`src/rtl/settag_pkg.sv`:
```
package settag_pkg;
    typedef enum logic [1:0] {
        RK_NONE  = 2'd0,
        RK_HIT   = 2'd1,
        RK_COLD  = 2'd2,
        RK_EVICT = 2'd3
    } rsp_kind_e;
endpackage

```
`src/rtl/settag_lookup.sv`:
```
module settag_lookup #(
    parameter int WAYS  = 4,
    parameter int WAY_W = 2,
    parameter int TAG_W = 5
) (
    input  logic [WAYS-1:0]       set_valid,
    input  logic [WAYS*TAG_W-1:0] set_tags,
    input  logic [TAG_W-1:0]      req_tag,
    output logic [WAYS-1:0]       hit_vec,
    output logic                  hit,
    output logic [WAY_W-1:0]      hit_way,
    output logic                  free_any,
    output logic [WAY_W-1:0]      free_way
);
    // one comparator per way
    for (genvar w = 0; w < WAYS; w++) begin : g_cmp
        assign hit_vec[w] = set_valid[w] && (set_tags[w*TAG_W +: TAG_W] == req_tag);
    end

    assign hit      = |hit_vec;
    assign free_any = ~&set_valid;

    // lowest index wins for both encoders
    always_comb begin
        hit_way  = '0;
        free_way = '0;
        for (int w = WAYS - 1; w >= 0; w--) begin
            if (hit_vec[w])    hit_way  = WAY_W'(w);
            if (!set_valid[w]) free_way = WAY_W'(w);
        end
    end
endmodule

```
`src/rtl/settag_lru.sv`:
```
module settag_lru #(
    parameter int SETS  = 4,
    parameter int WAYS  = 4,
    parameter int SET_W = 2,
    parameter int WAY_W = 2
) (
    input  logic             clk,
    input  logic             rst,
    input  logic             upd_en,
    input  logic [SET_W-1:0] upd_set,
    input  logic [WAY_W-1:0] upd_way,
    input  logic [SET_W-1:0] qry_set,
    output logic [WAY_W-1:0] victim_way
);
    localparam logic [WAY_W-1:0] OLDEST = WAY_W'(WAYS - 1);

    logic [WAY_W-1:0] age_q [SETS][WAYS];
    logic [WAYS-1:0]  oldest_vec;

    always_ff @(posedge clk) begin
        if (rst) begin
            for (int s = 0; s < SETS; s++)
                for (int w = 0; w < WAYS; w++)
                    age_q[s][w] <= WAY_W'(w);
        end else if (upd_en) begin
            for (int w = 0; w < WAYS; w++) begin
                if (WAY_W'(w) == upd_way)
                    age_q[upd_set][w] <= '0;
                else if (age_q[upd_set][w] < age_q[upd_set][upd_way])
                    age_q[upd_set][w] <= age_q[upd_set][w] + 1'b1;
            end
        end
    end

    always_comb begin
        victim_way = '0;
        oldest_vec = '0;
        for (int w = 0; w < WAYS; w++) begin
            if (age_q[qry_set][w] == OLDEST) begin
                oldest_vec[w] = 1'b1;
                victim_way    = WAY_W'(w);
            end
        end
    end

    // the touched way is youngest right after its update
    p_touch_youngest_r5: assert property (@(posedge clk) disable iff (rst)
        upd_en |=> age_q[$past(upd_set)][$past(upd_way)] == '0);

    // ages stay a permutation, so exactly one way is the victim
    p_single_oldest_r4: assert property (@(posedge clk) disable iff (rst)
        $countones(oldest_vec) == 1);
endmodule

```
`src/rtl/settag_plru.sv`:
```
module settag_plru #(
    parameter int SETS  = 4,
    parameter int SET_W = 2,
    parameter int WAY_W = 2
) (
    input  logic             clk,
    input  logic             rst,
    input  logic             upd_en,
    input  logic [SET_W-1:0] upd_set,
    input  logic [WAY_W-1:0] upd_way,
    input  logic [SET_W-1:0] qry_set,
    output logic [WAY_W-1:0] victim_way
);
    // bit 0: pair select, bit 1: ways 0/1, bit 2: ways 2/3
    logic [2:0] tree_q [SETS];

    function automatic logic [WAY_W-1:0] walk(input logic [2:0] t);
        if (t[0]) return t[2] ? WAY_W'(3) : WAY_W'(2);
        else      return t[1] ? WAY_W'(1) : WAY_W'(0);
    endfunction

    always_ff @(posedge clk) begin
        if (rst) begin
            for (int s = 0; s < SETS; s++) tree_q[s] <= '0;
        end else if (upd_en) begin
            tree_q[upd_set][0] <= ~upd_way[1];
            if (upd_way[1]) tree_q[upd_set][2] <= ~upd_way[0];
            else            tree_q[upd_set][1] <= ~upd_way[0];
        end
    end

    assign victim_way = walk(tree_q[qry_set]);

    // after an access the tree never points at the way just used
    p_points_away_r6: assert property (@(posedge clk) disable iff (rst)
        upd_en |=> walk(tree_q[$past(upd_set)]) != $past(upd_way));
endmodule

```
`src/rtl/settag_ctrl.sv`:
```
module settag_ctrl
    import settag_pkg::*;
#(
    parameter int ADDR_W   = 12,
    parameter int OFFS_W   = 5,
    parameter int DM_LINES = 16,
    parameter int WAYS     = 4,
    parameter bit USE_PLRU = 1'b0,
    localparam int SETS    = DM_LINES / WAYS,
    localparam int SET_W   = $clog2(SETS),
    localparam int WAY_W   = $clog2(WAYS),
    localparam int TAG_W   = ADDR_W - OFFS_W - SET_W
) (
    input  logic              clk,
    input  logic              rst,
    input  logic              req_valid,
    input  logic [ADDR_W-1:0] req_addr,
    input  logic              req_write,
    output logic              rsp_valid,
    output logic              rsp_hit,
    output logic              rsp_miss,
    output logic              rsp_replace,
    output logic              rsp_victim_dirty,
    output logic [WAY_W-1:0]  rsp_way,
    output logic [TAG_W-1:0]  rsp_victim_tag
);
    logic [WAYS-1:0]  valid_q [SETS];
    logic [WAYS-1:0]  dirty_q [SETS];
    logic [TAG_W-1:0] tag_q   [SETS][WAYS];

    logic [SET_W-1:0] req_set;
    logic [TAG_W-1:0] req_tag;
    assign req_set = req_addr[OFFS_W +: SET_W];
    assign req_tag = req_addr[ADDR_W-1 -: TAG_W];

    logic [WAYS*TAG_W-1:0] set_tags;
    always_comb begin
        for (int w = 0; w < WAYS; w++) set_tags[w*TAG_W +: TAG_W] = tag_q[req_set][w];
    end

    logic [WAYS-1:0]  look_hit_vec;
    logic             look_hit, look_free;
    logic [WAY_W-1:0] look_hit_way, look_free_way, repl_way;

    settag_lookup #(.WAYS(WAYS), .WAY_W(WAY_W), .TAG_W(TAG_W)) u_lookup (
        .set_valid (valid_q[req_set]),
        .set_tags  (set_tags),
        .req_tag   (req_tag),
        .hit_vec   (look_hit_vec),
        .hit       (look_hit),
        .hit_way   (look_hit_way),
        .free_any  (look_free),
        .free_way  (look_free_way)
    );

    rsp_kind_e        kind_d, kind_q;
    logic [WAY_W-1:0] acc_way;

    if (USE_PLRU) begin : g_plru
        settag_plru #(.SETS(SETS), .SET_W(SET_W), .WAY_W(WAY_W)) u_repl (
            .clk(clk), .rst(rst), .upd_en(req_valid), .upd_set(req_set),
            .upd_way(acc_way), .qry_set(req_set), .victim_way(repl_way)
        );
    end else begin : g_lru
        settag_lru #(.SETS(SETS), .WAYS(WAYS), .SET_W(SET_W), .WAY_W(WAY_W)) u_repl (
            .clk(clk), .rst(rst), .upd_en(req_valid), .upd_set(req_set),
            .upd_way(acc_way), .qry_set(req_set), .victim_way(repl_way)
        );
    end

    // next-state classification and target way
    always_comb begin
        kind_d  = RK_NONE;
        acc_way = repl_way;
        if (req_valid) begin
            if (look_hit) begin
                kind_d  = RK_HIT;
                acc_way = look_hit_way;
            end else if (look_free) begin
                kind_d  = RK_COLD;
                acc_way = look_free_way;
            end else begin
                kind_d  = RK_EVICT;
            end
        end
    end

    // state register with its response payload
    logic [WAY_W-1:0] way_q;
    logic [TAG_W-1:0] vtag_q;
    logic             vdirty_q;

    always_ff @(posedge clk) begin
        if (rst) begin
            kind_q   <= RK_NONE;
            way_q    <= '0;
            vtag_q   <= '0;
            vdirty_q <= 1'b0;
        end else begin
            kind_q   <= kind_d;
            way_q    <= acc_way;
            vtag_q   <= (kind_d == RK_EVICT) ? tag_q[req_set][acc_way] : '0;
            vdirty_q <= (kind_d == RK_EVICT) && dirty_q[req_set][acc_way];
        end
    end

    // line state arrays
    always_ff @(posedge clk) begin
        if (rst) begin
            for (int s = 0; s < SETS; s++) begin
                valid_q[s] <= '0;
                dirty_q[s] <= '0;
                for (int w = 0; w < WAYS; w++) tag_q[s][w] <= '0;
            end
        end else if (req_valid) begin
            valid_q[req_set][acc_way] <= 1'b1;
            tag_q[req_set][acc_way]   <= req_tag;
            dirty_q[req_set][acc_way] <= look_hit ? (dirty_q[req_set][acc_way] | req_write)
                                                  : req_write;
        end
    end

    // output decode from the state
    always_comb begin
        rsp_valid   = 1'b0;
        rsp_hit     = 1'b0;
        rsp_miss    = 1'b0;
        rsp_replace = 1'b0;
        unique case (kind_q)
            RK_NONE:  ;
            RK_HIT:   begin rsp_valid = 1'b1; rsp_hit  = 1'b1; end
            RK_COLD:  begin rsp_valid = 1'b1; rsp_miss = 1'b1; end
            RK_EVICT: begin rsp_valid = 1'b1; rsp_miss = 1'b1; rsp_replace = 1'b1; end
            default:  ;
        endcase
    end

    assign rsp_way          = way_q;
    assign rsp_victim_tag   = vtag_q;
    assign rsp_victim_dirty = vdirty_q;

    p_resp_follows_req_r8: assert property (@(posedge clk) disable iff (rst)
        rsp_valid == $past(req_valid && !rst));

    p_hit_xor_miss_r8: assert property (@(posedge clk) disable iff (rst)
        rsp_valid |-> $countones({rsp_hit, rsp_miss}) == 1);

    p_replace_on_miss_r8: assert property (@(posedge clk) disable iff (rst)
        rsp_replace |-> rsp_miss);

    p_no_dup_tag_r2: assert property (@(posedge clk) disable iff (rst)
        req_valid |-> $onehot0(look_hit_vec));

    p_fill_free_first_r3: assert property (@(posedge clk) disable iff (rst)
        (req_valid && !look_hit && look_free) |=> (rsp_miss && !rsp_replace));

    p_dirty_needs_evict_r7: assert property (@(posedge clk) disable iff (rst)
        rsp_victim_dirty |-> rsp_replace);
endmodule

```
`config.mk`:
```
export PLATFORM = sky130hd
export DESIGN_NAME = settag_ctrl
export DESIGN_NICKNAME = d
export VERILOG_FILES = /design/src/rtl/settag_pkg.sv /design/src/rtl/settag_lookup.sv /design/src/rtl/settag_lru.sv /design/src/rtl/settag_plru.sv /design/src/rtl/settag_ctrl.sv
export SDC_FILE = /design/constraint.sdc
export NUM_CORES = 1
export LEC_CHECK = 0
export BUFFER_PORTS_ARGS = -buffer_cell sky130_fd_sc_hd__buf_2
export CORE_MARGIN = 2
export CORE_UTILIZATION = 60
export CTS_BUF_LIST = sky130_fd_sc_hd__clkbuf_8
export CTS_CLUSTER_SIZE = 28
export DETAILED_ROUTE_END_ITERATION = 12
export GPL_TIMING_DRIVEN = 0
export PLACE_DENSITY = 0.81
export SLEW_MARGIN = 5
export SYNTH_ARGS = -nofsm -noshare
export SYNTH_HDL_FRONTEND = slang
export SYNTH_SLANG_ARGS = --single-unit
```
`constraint.sdc`:
```
create_clock -name clk -period 6.16 [get_ports clk]
set_input_delay 1.232 -clock clk [delete_from_list [all_inputs] [get_ports clk]]
set_output_delay 1.232 -clock clk [all_outputs]
set_load 0.005 [all_outputs]
```
# == Word-level counts from Yosys, hierarchy flattened ==
# Memories as Yosys holds them, arrays and structs flattened.
# Index checks and enable logic that the tools add are counted.
# op_classes
n_addsub,4
magnitude_cmp,8
n_eq_ne,14
muxes,92
bitwise_logic,7
n_reduce_logical,17
# op_table
cell,count
$mux W20,3
$mux W2,25
$mux W1,49
$mux W4,6
$eq A5 B5 Y1,4
$reduce_or A20 Y1,1
$mux W5,3
$eq A2 B2 Y1 const B,6
$reduce_or A4 Y1,3
$bmux W5 S2,1
$demux W5 S2,1
$add A2 B1 Y2 const B,4
$lt A2 B2 Y1,4
$mux W8,1
$reduce_or A8 Y1,1
$logic_and A1 B1 Y1,7
$or A1 B1 Y1,5
$bmux W2 S2,1
$eq A2 B2 Y1 const A,2
$reduce_and A4 Y1,1
$reduce_or A2 Y1,2
$ge A3 B3 Y1 const B,1
$lt A2 B3 Y1 const B,1
$lt A3 B1 Y1 const B,1
9 further kinds,9
# totals
register_bits,10
ramBits,144
input_bits,16
out_inout_bits,12
elab_cells,150
n_memories,4
# mem_list
name,depth,width,rd,rd_clocked_by_memory_dff,write_ports,line,rtl
tag_q,4,20,1,0,4,settag_ctrl.sv:29,logic [TAG_W-1:0] tag_q [SETS][WAYS];
g_lru.u_repl.age_q,4,8,1,0,4,settag_lru.sv:17,logic [WAY_W-1:0] age_q [SETS][WAYS];
dirty_q,4,4,1,0,4,settag_ctrl.sv:28,logic [WAYS-1:0] dirty_q [SETS];
valid_q,4,4,1,0,4,settag_ctrl.sv:27,logic [WAYS-1:0] valid_q [SETS];

# == Longest topological paths before layout ==
# Gate-level depths: netlist of run 1.
# An unclocked memory read counts as a cell.
# logic_depth
depth_word,22
ltp_mapped,17
depth_no_buf,12

# == Cells and area by module ==
# A second synthesis of run 1 with hierarchy kept.
# hier_totals
hier_cells,622
area_unflattened_um2,8355.5
# by_module_without_submodules
module,instances,cells_each,area_per_inst_um2,seq_area_each_um2
settag_ctrl,1,363,5783.0,3563.4
settag_lru,1,219,2277.2,960.9
settag_lookup,1,40,295.3,0.0

# == Worst setup path before layout of run 1 ==
# OpenSTA, ideal clock, no wires.
# synth_timing
path_type,input to register
startpoint,input req_addr[5]
endpoint,memory g_lru.u_repl.age_q[1][0] (netlist bit) (enable)
setup_time_ns,0.248
arrival_ns,4.752
path_slack_ns,1.160
path_stages,12
cell_sequence,buf_6 > buf_6 > buf_2 > mux4_2 > ha_1 > or3_1 > a211oi_1 > nor3_4 > or3_4 > a311oi_4 > nand3_2 > a31o_1
# synth_rtl
element,line,rtl
start: declaration,settag_ctrl.sv:17,"input logic [ADDR_W-1:0] req_addr,"
end: declaration,settag_lru.sv:17,

==> metrics.txt, run 1 <==
worst hold-check path type reg2reg; routed via count 5950; WL final 21700 um; FMAX 0.169 GHz; Hold Fails Final Rpt 0; Worst-Skew Late Latency 0.45 ns; CP cell instances buf_2, buf_2, buf_1, mux4_2, ha_1, nor2b_1, nor3b_1, o21ai_0, o2bb2ai_1, a21oi_2, o22a_1, buf_2, clkbuf_1, nor2_1, a21oi_1, inv_1; die width 119 um; initial antenna violation count 0; Yosys top cell by area edfxtp_1; register area share after synthesis 0.568; CTS Root Cell clkbuf_8; Sw Ratio 0.278; Synth area leaders edfxtp_1 54%, mux4_2 10%, and3_1 6.8%, dfxtp_1 2.5%, nand2_1 2.4%; routed vias/inst 6.87; commonest non-fill, non-tap cells in the layout 144 x edfxtp_1, 87 x and3_1, 51 x nand2_1; Area Growth Syn to Fin 9.22%; register share of total power 0.508; Syn Nets 657; hpwl dp 15700 um; FFs w/ async S/R, synth 0; CTS tree done; Setup TNS 0 ns; status complete, no violations; clk sinks 154; Most used DFF post-synth edfxtp_1; die area 0.0142 mm2; max incr delay on CP 0.80 ns; wire length per cell 25.0 um; synthesized area 0.00797 mm2; CP Launch Type input pin; Worst Path Arrival 6.05 ns; drt first-iter violations 1185; Fillers 930; Worst path slowest cell nor2_1; Syn Area/Cell 12.5 um2; Pwr Total 2360 uW; number of global-route vias before repair 5819; Die Y 119 um; Post-Syn Instances 638; DRC viols 0; RSZ-0062 raised after global routing no; Setup CP Type in2reg; Least-Margin Pin Slew 0.949 ns; CTS hold repair buffers 0; Port Buf Inserts 20; CTS max path bufs 2; Reg clk slew, reported paths 0.08 ns; H-tree levels 4; CP most frequent cell buf_2; CP required 6.30 ns; number of synthesized flops with an enable pin 144; flops & latches, synth 154; fin crit period 5.91 ns; TritonRoute pass-1 iters 6; logic gate share of total power 0.153; first-pass GRT wire length 32800 um; Leak 0.00338 uW; # rows 42; most common cell after layout, fill and taps aside edfxtp_1; largest net degree at the start of global routing 17; relative slew slack 0.365; gpl congestion 1.01; number of CTS-inserted buffers 17; max-slew violations 0; Psw 656 uW; Synth cell types 64; core area 0.0131 mm2; PostCTS Resize Cnt 0; total global routing overflow 0; number of max-cap violations 0; Starting Density 0.609; Post-DRT Antenna Nets 0; Inserted Diodes 0; P_int 1710 uW; worst vdd ir 0.122 mV; Setup Buffers After CTS 0; io pins 28; layout cells sized above 1 0.186; nets@finish 696; clock network power share 0.339; worst-path fanout max 10; warning count from the yosys run 0; All-Layer GR Usage 0.316; clock skew 0.0125 ns; Worst setup EP type register; Cell Pwr Density 271 mW/mm2; final setup violating endpoints 0; Synth top area share 0.543; final worst-path cycle share 0.959
[layer usage]
metal | global-route usage | up-vias | wire [um]
met1 | 0.431 | 2818 | 7770
met5 | 0 | - | 0
met3 | 0.0809 | 103 | 2980
met4 | 0.135 | 0 | 913
li1 | - | 2505 | -
met2 | 0.485 | 524 | 10000
[Yosys cell counts, types with 7 or more instances]
library cell	number
or2_2	21
nor4_1	16
inv_1	17
o21ai_0	9
a21o_1	8
a21oi_1	10
dfxtp_1	10
nand2_1	51
clkbuf_1	42
and3_1	87
buf_2	7
xnor2_1	16
mux4_2	36
nor2_1	44
edfxtp_1	144
nor3_1	13
[metrics by stage]
step                      setup slack, ns  cells  hold slack (ns)  utilization  cell area [um2]
final                               0.250    866            0.897        0.665             8700
after global routing                0.205    866            0.927        0.665             8700
after CTS                           0.491    866            0.892        0.665             8700
after detailed placement           0.0267    834            0.884        0.633             8290
after global placement             0.0152    834            0.878        0.633             8290
after floorplan                      1.16    638            0.826            -             7970
[power by group through the flow]
| stage | Sequential (uW) | Combinational, uW | Clock (uW) |
|---|---|---|---|
| finish | 1200 | 361 | 800 |
| global placement | 1220 | 336 | 0 |
| CTS | 1200 | 345 | 790 |
| floorplan | 1220 | 244 | 0 |
| detailed placement | 1220 | 343 | 0 |
| global route | 1200 | 381 | 829 |
[registers in the layout (all words and copies together) (netlist names)]
signal / cells
tag_q: 80
g_lru.u_repl.age_q: 32
dirty_q: 16
valid_q: 16
rsp_victim_tag: 5
kind_q: 2
rsp_way: 2
rsp_victim_dirty: 1
[final cells by class]
cell class / instances / area (um2) / area share
inverter: 17 / 63.8 / 0.00733
buffer: 57 / 245 / 0.0282
tap: 176 / 220 / 0.0253
clock inverter: 12 / 139 / 0.0160
clock buffer: 20 / 275 / 0.0316
sequential: 154 / 4520 / 0.520
timing repair buffer: 20 / 100 / 0.0115
multi-input combinational: 410 / 3140 / 0.360
[critical path, delay by kind of cell]
family                   cells  cell delay, ns
AO/OA/AOI/OAI                5            0.99
buffers and inverters        6            1.99
adder cells (fa/ha/maj)      1            0.28
AND/OR/NAND/NOR              3            1.03
multiplexers                 1            0.51
[path summary, 6_finish.rpt]
path	slack, ns	depth (start not counted)	start	to
worst min register to register	0.90	2	g_lru.u_repl.age_q[2][2]	g_lru.u_repl.age_q[1][2]
worst max-delay path	0.25	16	req_addr[6]	tag_q[1][12]
worst max register to register	1.71	11	tag_q[3][10]	tag_q[1][12]
worst min-delay path	0.90	2	g_lru.u_repl.age_q[2][2]	g_lru.u_repl.age_q[1][2]
[kinds of logic after synthesis]
kind of cell	share of synthesized area
multiplexers	0.108
AND/OR/NAND/NOR	0.179
adder cells (fa/ha/maj)	0.00864
buffers and inverters	0.0388
flip-flops	0.568
XOR/XNOR	0.0220
AO/OA/AOI/OAI	0.0760
No activity file was read; power rests on OpenSTA's default activity.
==> inputs of run 2 (changes only) <==
--- a/config.mk
+++ b/config.mk
@@ -6,14 +6,17 @@
 export NUM_CORES = 1
 export LEC_CHECK = 0
 export BUFFER_PORTS_ARGS = -buffer_cell sky130_fd_sc_hd__buf_2
+export CELL_PAD_IN_SITES_DETAIL_PLACEMENT = 0
+export CELL_PAD_IN_SITES_GLOBAL_PLACEMENT = 1
 export CORE_MARGIN = 2
-export CORE_UTILIZATION = 60
+export CORE_UTILIZATION = 54
 export CTS_BUF_LIST = sky130_fd_sc_hd__clkbuf_8
 export CTS_CLUSTER_SIZE = 28
 export DETAILED_ROUTE_END_ITERATION = 12
 export GPL_TIMING_DRIVEN = 0
-export PLACE_DENSITY = 0.81
+export PLACE_DENSITY = 0.85
 export SLEW_MARGIN = 5
 export SYNTH_ARGS = -nofsm -noshare
 export SYNTH_HDL_FRONTEND = slang
+export SYNTH_HIERARCHICAL = 1
 export SYNTH_SLANG_ARGS = --single-unit
==> run 2 against run 1 <==
Clock power is 13% lower. Register-to-register slack worse by 0.55 ns. Sequential power hardly changed. Routed wire length is 13% lower. Die area is 16% higher. Largest cell class unchanged. First-iteration DRC count is 63% lower. Final cell count is 0.92% lower. Critical endpoint is now g_lru.u_repl/age_q[2][1].
==> metrics.txt, run 2 <==
Cell Pwr Density 252 mW/mm2 (-7.1%); P_int 1660 uW (-2.8%); Synth top cells by count 144 x edfxtp_1, 92 x and2_1, 35 x nor2_1; cell with the most instances after synthesis edfxtp_1; CTS tree done; Setup CP Type in2reg; All-Layer GR Usage 0.247 (-0.0688); Setup Buffers After CTS 0 (unchanged); Syn Area/Cell 13.4 um2 (+7.5%); dpl cell area 0.00870 mm2 (+4.9%); Yosys top cell by area edfxtp_1; register area share after synthesis 0.541 (-0.0263); warning count from the yosys run 6 (+6); flops & latches, synth 154 (unchanged); Syn Nets 642 (-2.3%); worst hold-check path type reg2reg; number of CTS-inserted buffers 17 (unchanged); clock network power share 0.306 (-0.033); max-slew violations 0 (unchanged); Pwr Total 2290 uW (-3.1%); Buf/Inv on CP 6 (unchanged); Reg-to-Reg Start tag_q[2][8]; Hold Fails Final Rpt 0 (unchanged); Post-DRT Antenna Nets 0 (unchanged); core area 0.0151 mm2 (+16%); Die Y 128 um (+7.7%); Sw Ratio 0.275 (-0.00255); Fillers 1212 (+30%); Regs by FF count tag_q (80), g_lru.u_repl/age_q (32); synthesized area 0.00836 mm2 (+4.9%); # rows 45 (+7.1%); PostCTS Resize Cnt 9 (+9); largest net degree at the start of global routing 26 (+9); die area 0.0165 mm2 (+16%); max reg flops 80 (unchanged); Min-Delay Path Depth 3 (+1); max incr delay on CP 0.63 ns (-0.17 ns); Worst Path Arrival 6.17 ns (+0.12 ns); fin crit period 6.01 ns (+0.0958 ns); number of global-route vias before repair 5450 (-6.3%); Area Growth Syn to Fin 8.60%; Reg2Reg Depth 19 (+8); Least-Margin Pin Slew 0.840 ns (-0.108 ns); Worst setup EP type register; Worst Hold Slack 0.949 ns (+0.0516 ns); FFs w/ async S/R, synth 0 (unchanged); most common cell after layout, fill and taps aside edfxtp_1; CP Launch Type input pin; commonest non-fill, non-tap cells in the layout 144 x edfxtp_1, 92 x and2_1, 35 x nor2_1; DRC viols 0 (unchanged); TritonRoute pass-1 iters 5 (-1); Synth cell types 69 (+7.8%); worst-path fanout max 25 (+15); Reg clk slew, reported paths 0.08 ns (about the same); CTS hold repair buffers 0 (unchanged); status complete, no violations; drt first-iter violations 444 (-63%); Psw 630 uW (-4.0%); RSZ-0062 raised after global routing no; die width 128 um (+7.7%); FMAX 0.167 GHz (-1.6%); Leak 0.00334 uW (-1.2%); io pins 28 (unchanged); Hold Path Origin tag_q[3][10]; CP required 6.32 ns (+0.02 ns); H-tree levels 4 (unchanged); routed vias/inst 6.09 (-11%); final setup violating endpoints 0 (unchanged); R2R setup slack 1.16 ns (-0.55 ns); clk sinks 154 (unchanged); CP cell instances clkbuf_4, buf_8, buf_12, mux4_1, xor2_1, nor4_1, and3_1, nor2_1, nand2_1, buf_2, nand2_1, a21boi_4, nor2_8, inv_6, mux4_1, inv_1, ha_1, or2_2, a21oi_1, a41oi_1, nand2_2, a21o_1; WL final 18800 um (-13%); register share of total power 0.531 (+0.023); CP top delay family simple AND/OR/NAND/NOR gates; Starting Density 0.552 (-0.0573); Final Util 0.599 (-0.0660); Synth top area share 0.518 (-0.0251); total global routing overflow 0 (unchanged); CTS max path bufs 2 (unchanged); Synth area leaders edfxtp_1 52%, and2_1 6.9%, mux4_1 6.6%, mux4_2 5.9%, dfxtp_1 2.4%; worst vdd ir 0.158 mV (+30%); routed via count 5224 (-12%); layout cells sized above 1 0.197 (+0.0115); hpwl dp 14100 um (-10%); reg-to-reg endpoint g_lru.u_repl/age_q[2][1]; logic gate share of total power 0.163 (+0.010); Post-Syn Instances 622 (-2.5%); wire length per cell 21.9 um (-12%); Worst path slowest cell mux4_1; relative slew slack 0.435 (+0.0703); Most used DFF post-synth edfxtp_1; clock skew 0.0136 ns (+0.00117 ns); Inserted Diodes 0 (unchanged); Hold EP rsp_victim_tag[0]; Port Buf Inserts 21 (+5.0%); first-pass GRT wire length 29800 um (-9.0%); Most flops, register tag_q; initial antenna violation count 0 (unchanged); gpl congestion 0.862 (-15%); final instance area 0.00907 mm2 (+4.3%); CTS Root Cell clkbuf_8; number of max-cap violations 0 (unchanged); nets@finish 677 (-2.7%); final worst-path cycle share 0.975 (+0.0155); Worst-Skew Late Latency 0.46 ns (about the same); number of synthesized flops with an enable pin 144 (unchanged)
run 2: worst register-to-register path, stage by stage, from the launching register on:
cell and delay, ns:
edfxtp_1 0.38, mux4_1 0.58, xor2_1 0.18, nor4_1 0.44, and3_1 0.24, nor2_1 0.06, nand2_1 0.06, buf_2 0.17
nand2_1 0.11, a21boi_4 0.26, nor2_8 0.07, inv_6 0.24, mux4_1 0.58, inv_1 0.17, ha_1 0.27, or2_2 0.29
a21oi_1 0.15, a41oi_1 0.07, nand2_2 0.20, a21o_1 0.19
run 2: worst max path at each step:
stage | startpoint | end | slack, ns | depth (start not counted)
6_report | req_addr[5] | g_lru.u_repl/age_q[2][1] | 0.15 | 22
3_3_place_gp | req_addr[6] | g_lru.u_repl/age_q[1][0] | -1.06 | 24
5_1_grt | req_addr[5] | g_lru.u_repl/age_q[2][1] | 0.02 | 21
2_1_floorplan | req_addr[5] | g_lru.u_repl/age_q[0][0] | 0.21 | 22
4_1_cts | req_addr[5] | g_lru.u_repl/age_q[2][1] | 0.06 | 23
3_5_place_dp | req_addr[6] | g_lru.u_repl/age_q[2][0] | -1.17 | 24
run 2: cell families (layout without fill, tap and decap cells):
family          Yosys count  in the layout  share of synthesized area
simple gates            279            279                      0.203
flops                   154            154                      0.541
compound gates           63             63                     0.0566
mux                      51             51                      0.135
buf+inv                  47             95                     0.0329
xor+xnor                 24             24                     0.0252
fa+ha+maj                 4              4                    0.00599
run 2: per-stage QoR:
stage                     TNS, ns  std cells  setup WS (ns)
after global placement     -44.73        831          -1.06
after global routing            0        858         0.0223
after CTS                       0        859         0.0648
final                           0        858          0.154
after floorplan                 0        622          0.208
after detailed placement   -50.53        831          -1.17
run 2: layout make-up:
cell class / count / area (um2) / area share
buffer: 33 / 220 / 0.0243
timing repair buffer: 21 / 110 / 0.0121
clock buffer: 17 / 234 / 0.0258
sequential: 154 / 4520 / 0.499
clock inverter: 15 / 126 / 0.0139
multi-input combinational: 421 / 3580 / 0.394
inverter: 9 / 46.3 / 0.00510
tap: 188 / 235 / 0.0259
run 2: routing by layer:
| layer | up-vias | global-route usage | part of all wire |
|---|---|---|---|
| met5 | - | 0 | 0 |
| met4 | 0 | 0.0931 | 0.021 |
| met3 | 41 | 0.0520 | 0.048 |
| met2 | 202 | 0.441 | 0.54 |
| met1 | 2581 | 0.295 | 0.39 |
| li1 | 2400 | - | - |
run 2: power by group through the flow:
stage	sequential (uW)	combinational, uW	clock, uW
finish	1210	373	700
global route	1220	405	754
CTS	1210	370	710
global placement	1240	359	0
detailed placement	1240	370	0
floorplan	1230	275	0
==> inputs of run 3 (changes only) <==
--- a/config.mk
+++ b/config.mk
@@ -5,11 +5,12 @@
 export SDC_FILE = /design/constraint.sdc
 export NUM_CORES = 1
 export LEC_CHECK = 0
+export ABC_AREA = 1
 export BUFFER_PORTS_ARGS = -buffer_cell sky130_fd_sc_hd__buf_2
 export CELL_PAD_IN_SITES_DETAIL_PLACEMENT = 0
 export CELL_PAD_IN_SITES_GLOBAL_PLACEMENT = 1
 export CORE_MARGIN = 2
-export CORE_UTILIZATION = 54
+export CORE_UTILIZATION = 50
 export CTS_BUF_LIST = sky130_fd_sc_hd__clkbuf_8
 export CTS_CLUSTER_SIZE = 28
 export DETAILED_ROUTE_END_ITERATION = 12
==> run 3 against run 2 <==
Via count is 19% higher. Sequential share of layout area increased by 1.4 points. Largest power group unchanged. Setup slack better by 0.22 ns. Critical path depth is 7 higher. Final cell count up 37%. Register-to-register slack better by 0.47 ns. Critical path type unchanged. Highest routed layer unchanged.
==> metrics.txt, run 3 <==
FMAX 0.173 GHz (+3.8%); routed via count 6227 (+19%); Regs by FF count tag_q (80), g_lru.u_repl/age_q (32); gpl congestion 0.860 (-0.19%); All-Layer GR Usage 0.262 (+0.0150); initial antenna violation count 0 (unchanged); Hold Path Origin dirty_q[3][3]; Post-Syn Instances 904 (+45%); Setup Buffers After CTS 0 (unchanged); P_int 1660 uW (about the same); Worst Hold Slack 0.778 ns (-0.171 ns); Psw 694 uW (+10%); warning count from the yosys run 6 (unchanged); number of max-cap violations 0 (unchanged); max-slew violations 0 (unchanged); CP required 6.33 ns (about the same); DP Worst Slack -0.0739 ns (+1.10 ns); io pins 28 (unchanged); clk sinks 154 (unchanged); H-tree levels 4 (unchanged); final worst-path cycle share 0.939 (-0.0360); Post-DRT Antenna Nets 0 (unchanged); Hold EP rsp_victim_dirty; met3 wire len 953 um (+4.5%); # rows 46 (+2.2%); max incr delay on CP 0.54 ns (-0.09 ns); fin crit period 5.78 ns (-0.222 ns); CP most frequent cell nand2_1; Setup CP Type in2reg; layout cells sized above 1 0.164 (-0.0331); Syn Nets 924 (+44%); met2 routed WL 10900 um (+7.4%); Leak 0.00388 uW (+16%); Min-Delay Path Depth 6 (+3); Reg clk slew, reported paths 0.09 ns (about the same); CTS max path bufs 2 (unchanged); register share of total power 0.512 (-0.019); routed vias/inst 5.30 (-13%); wire length per cell 18.0 um (-18%); Least-Margin Pin Slew 0.849 ns (+0.00834 ns); number of global-route vias before repair 5856 (+7.4%); status complete, no violations; worst hold-check path type reg2reg; die width 131 um (+1.8%); CTS Root Cell clkbuf_8; Cells after DPL 1142 (+37%); worst-path fanout max 11 (-56%); drt first-iter violations 533 (+20%); Hold Fails Final Rpt 0 (unchanged); Worst-Skew Late Latency 0.47 ns (about the same); Die Y 131 um (+1.8%); TritonRoute pass-1 iters 7 (+2); M1 WL 8850 um (+20%); setup slack after layout 0.376 ns (+0.222 ns); Worst Setup SP req_addr[5]; CTS hold repair buffers 0 (unchanged); number of CTS-inserted buffers 17 (unchanged); DRC viols 0 (unchanged); commonest non-fill, non-tap cells in the layout 318 x nand2_1, 144 x edfxtp_1, 119 x nor2_1; Setup TNS 0 ns (unchanged); Inserted Diodes 0 (unchanged); synthesized area 0.00803 mm2 (-3.8%); RSZ-0062 raised after global routing no; CTS tree done; reg-to-reg endpoint g_lru.u_repl/age_q[0][0]; first-pass GRT wire length 32400 um (+8.6%); largest net degree at the start of global routing 17 (-35%); total global routing overflow 0 (unchanged); final setup violating endpoints 0 (unchanged); PostCTS Resize Cnt 0 (-9); Sw Ratio 0.295 (+0.0197); relative slew slack 0.434 (-0.00125); Syn Area/Cell 8.89 um2 (-34%); hpwl dp 15900 um (+13%); logic gate share of total power 0.144 (-0.019); core area 0.0158 mm2 (+4.1%); nets@finish 965 (+43%); Reg-to-Reg Start tag_q[0][8]; die area 0.0171 mm2 (+3.7%); R2R setup slack 1.63 ns (+0.47 ns); Port Buf Inserts 22 (+4.8%); Worst Path Arrival 5.96 ns (-0.21 ns); Area Growth Syn to Fin 9.94%; clock network power share 0.344 (+0.038); Most flops, register tag_q; top layer in use met4; worst vdd ir 0.207 mV (+31%); Worst path slowest cell a211oi_1; Cell Pwr Density 266 mW/mm2 (+5.7%); most common cell after layout, fill and taps aside nand2_1; Reg2Reg Depth 24 (+5); Worst setup EP type register; Final Util 0.560 (-0.0390); Starting Density 0.509 (-0.0422); CP Launch Type input pin; final cell count without fillers 1174 (+37%); max reg flops 80 (unchanged); WL final 21200 um (+13%); clock skew 0.0168 ns (+0.00315 ns)
-- run 3: cell count changes in the layout (fill, tap and decap cells not counted), sizes merged, moves of 15 or more --
cell	change
a22oi	+25
and2	-92
inv	+73
mux4	-43
nand2	+317
nand3	+54
nor2	+95
nor2b	-16
or2	-31
xor2	-15
-- run 3: how the worst max path moves through the flow --
stage / endpoint / slack [ns]
2_1_floorplan: g_lru.u_repl/age_q[0][0] / 1.28
3_3_place_gp: g_lru.u_repl/age_q[0][0] / -0.1
3_5_place_dp: g_lru.u_repl/age_q[0][1] / -0.07
4_1_cts: g_lru.u_repl/age_q[0][1] / 0.40
5_1_grt: g_lru.u_repl/age_q[3][7] / 0.02
6_report: g_lru.u_repl/age_q[0][0] / 0.38
-- run 3: metrics by stage --
| step | power, uW | instance area [um2] |
|---|---|---|
| 6_report | 2350 | 8830 |
| 5_1_grt | 2440 | 8830 |
| 4_1_cts | 2360 | 8830 |
| 3_5_place_dp | 1560 | 8410 |
| 3_3_place_gp | 1560 | 8410 |
| 2_1_floorplan | 1460 | 8030 |
-- run 3: area by class of cell --
class / count / area [um2]
clock buffers: 17 / 234
inverters: 78 / 293
well taps: 216 / 270
clock inverters: 15 / 179
fillers: 1494 / 6940
multi-input cells: 641 / 3030
flip-flops and latches: 154 / 4520
plain buffers: 31 / 188
repair buffers: 22 / 110
-- run 3: power by group through the flow --
stage	Sequential, uW	Combinational [uW]	Clock [uW]
floorplan	1220	239	0
global placement	1230	333	0
detailed placement	1230	335	0
CTS	1200	337	815
global route	1210	379	855
finish	1200	340	809
-- run 3: metal layers --
metal | vias to the layer above | GRT usage
li1 | 3066 | -
met1 | 2945 | 0.317
met2 | 180 | 0.471
met3 | 36 | 0.0493
met4 | 0 | 0.0901
met5 | - | 0
-- run 3: critical path: cells and delay by family --
| family | cells | cell delay, ns |
|---|---|---|
| and+or+nand+nor | 15 | 1.72 |
| buffers and inverters | 7 | 1.13 |
| adders and majority gates | 1 | 0.34 |
| AOI/OAI and AO/OA | 6 | 1.50 |
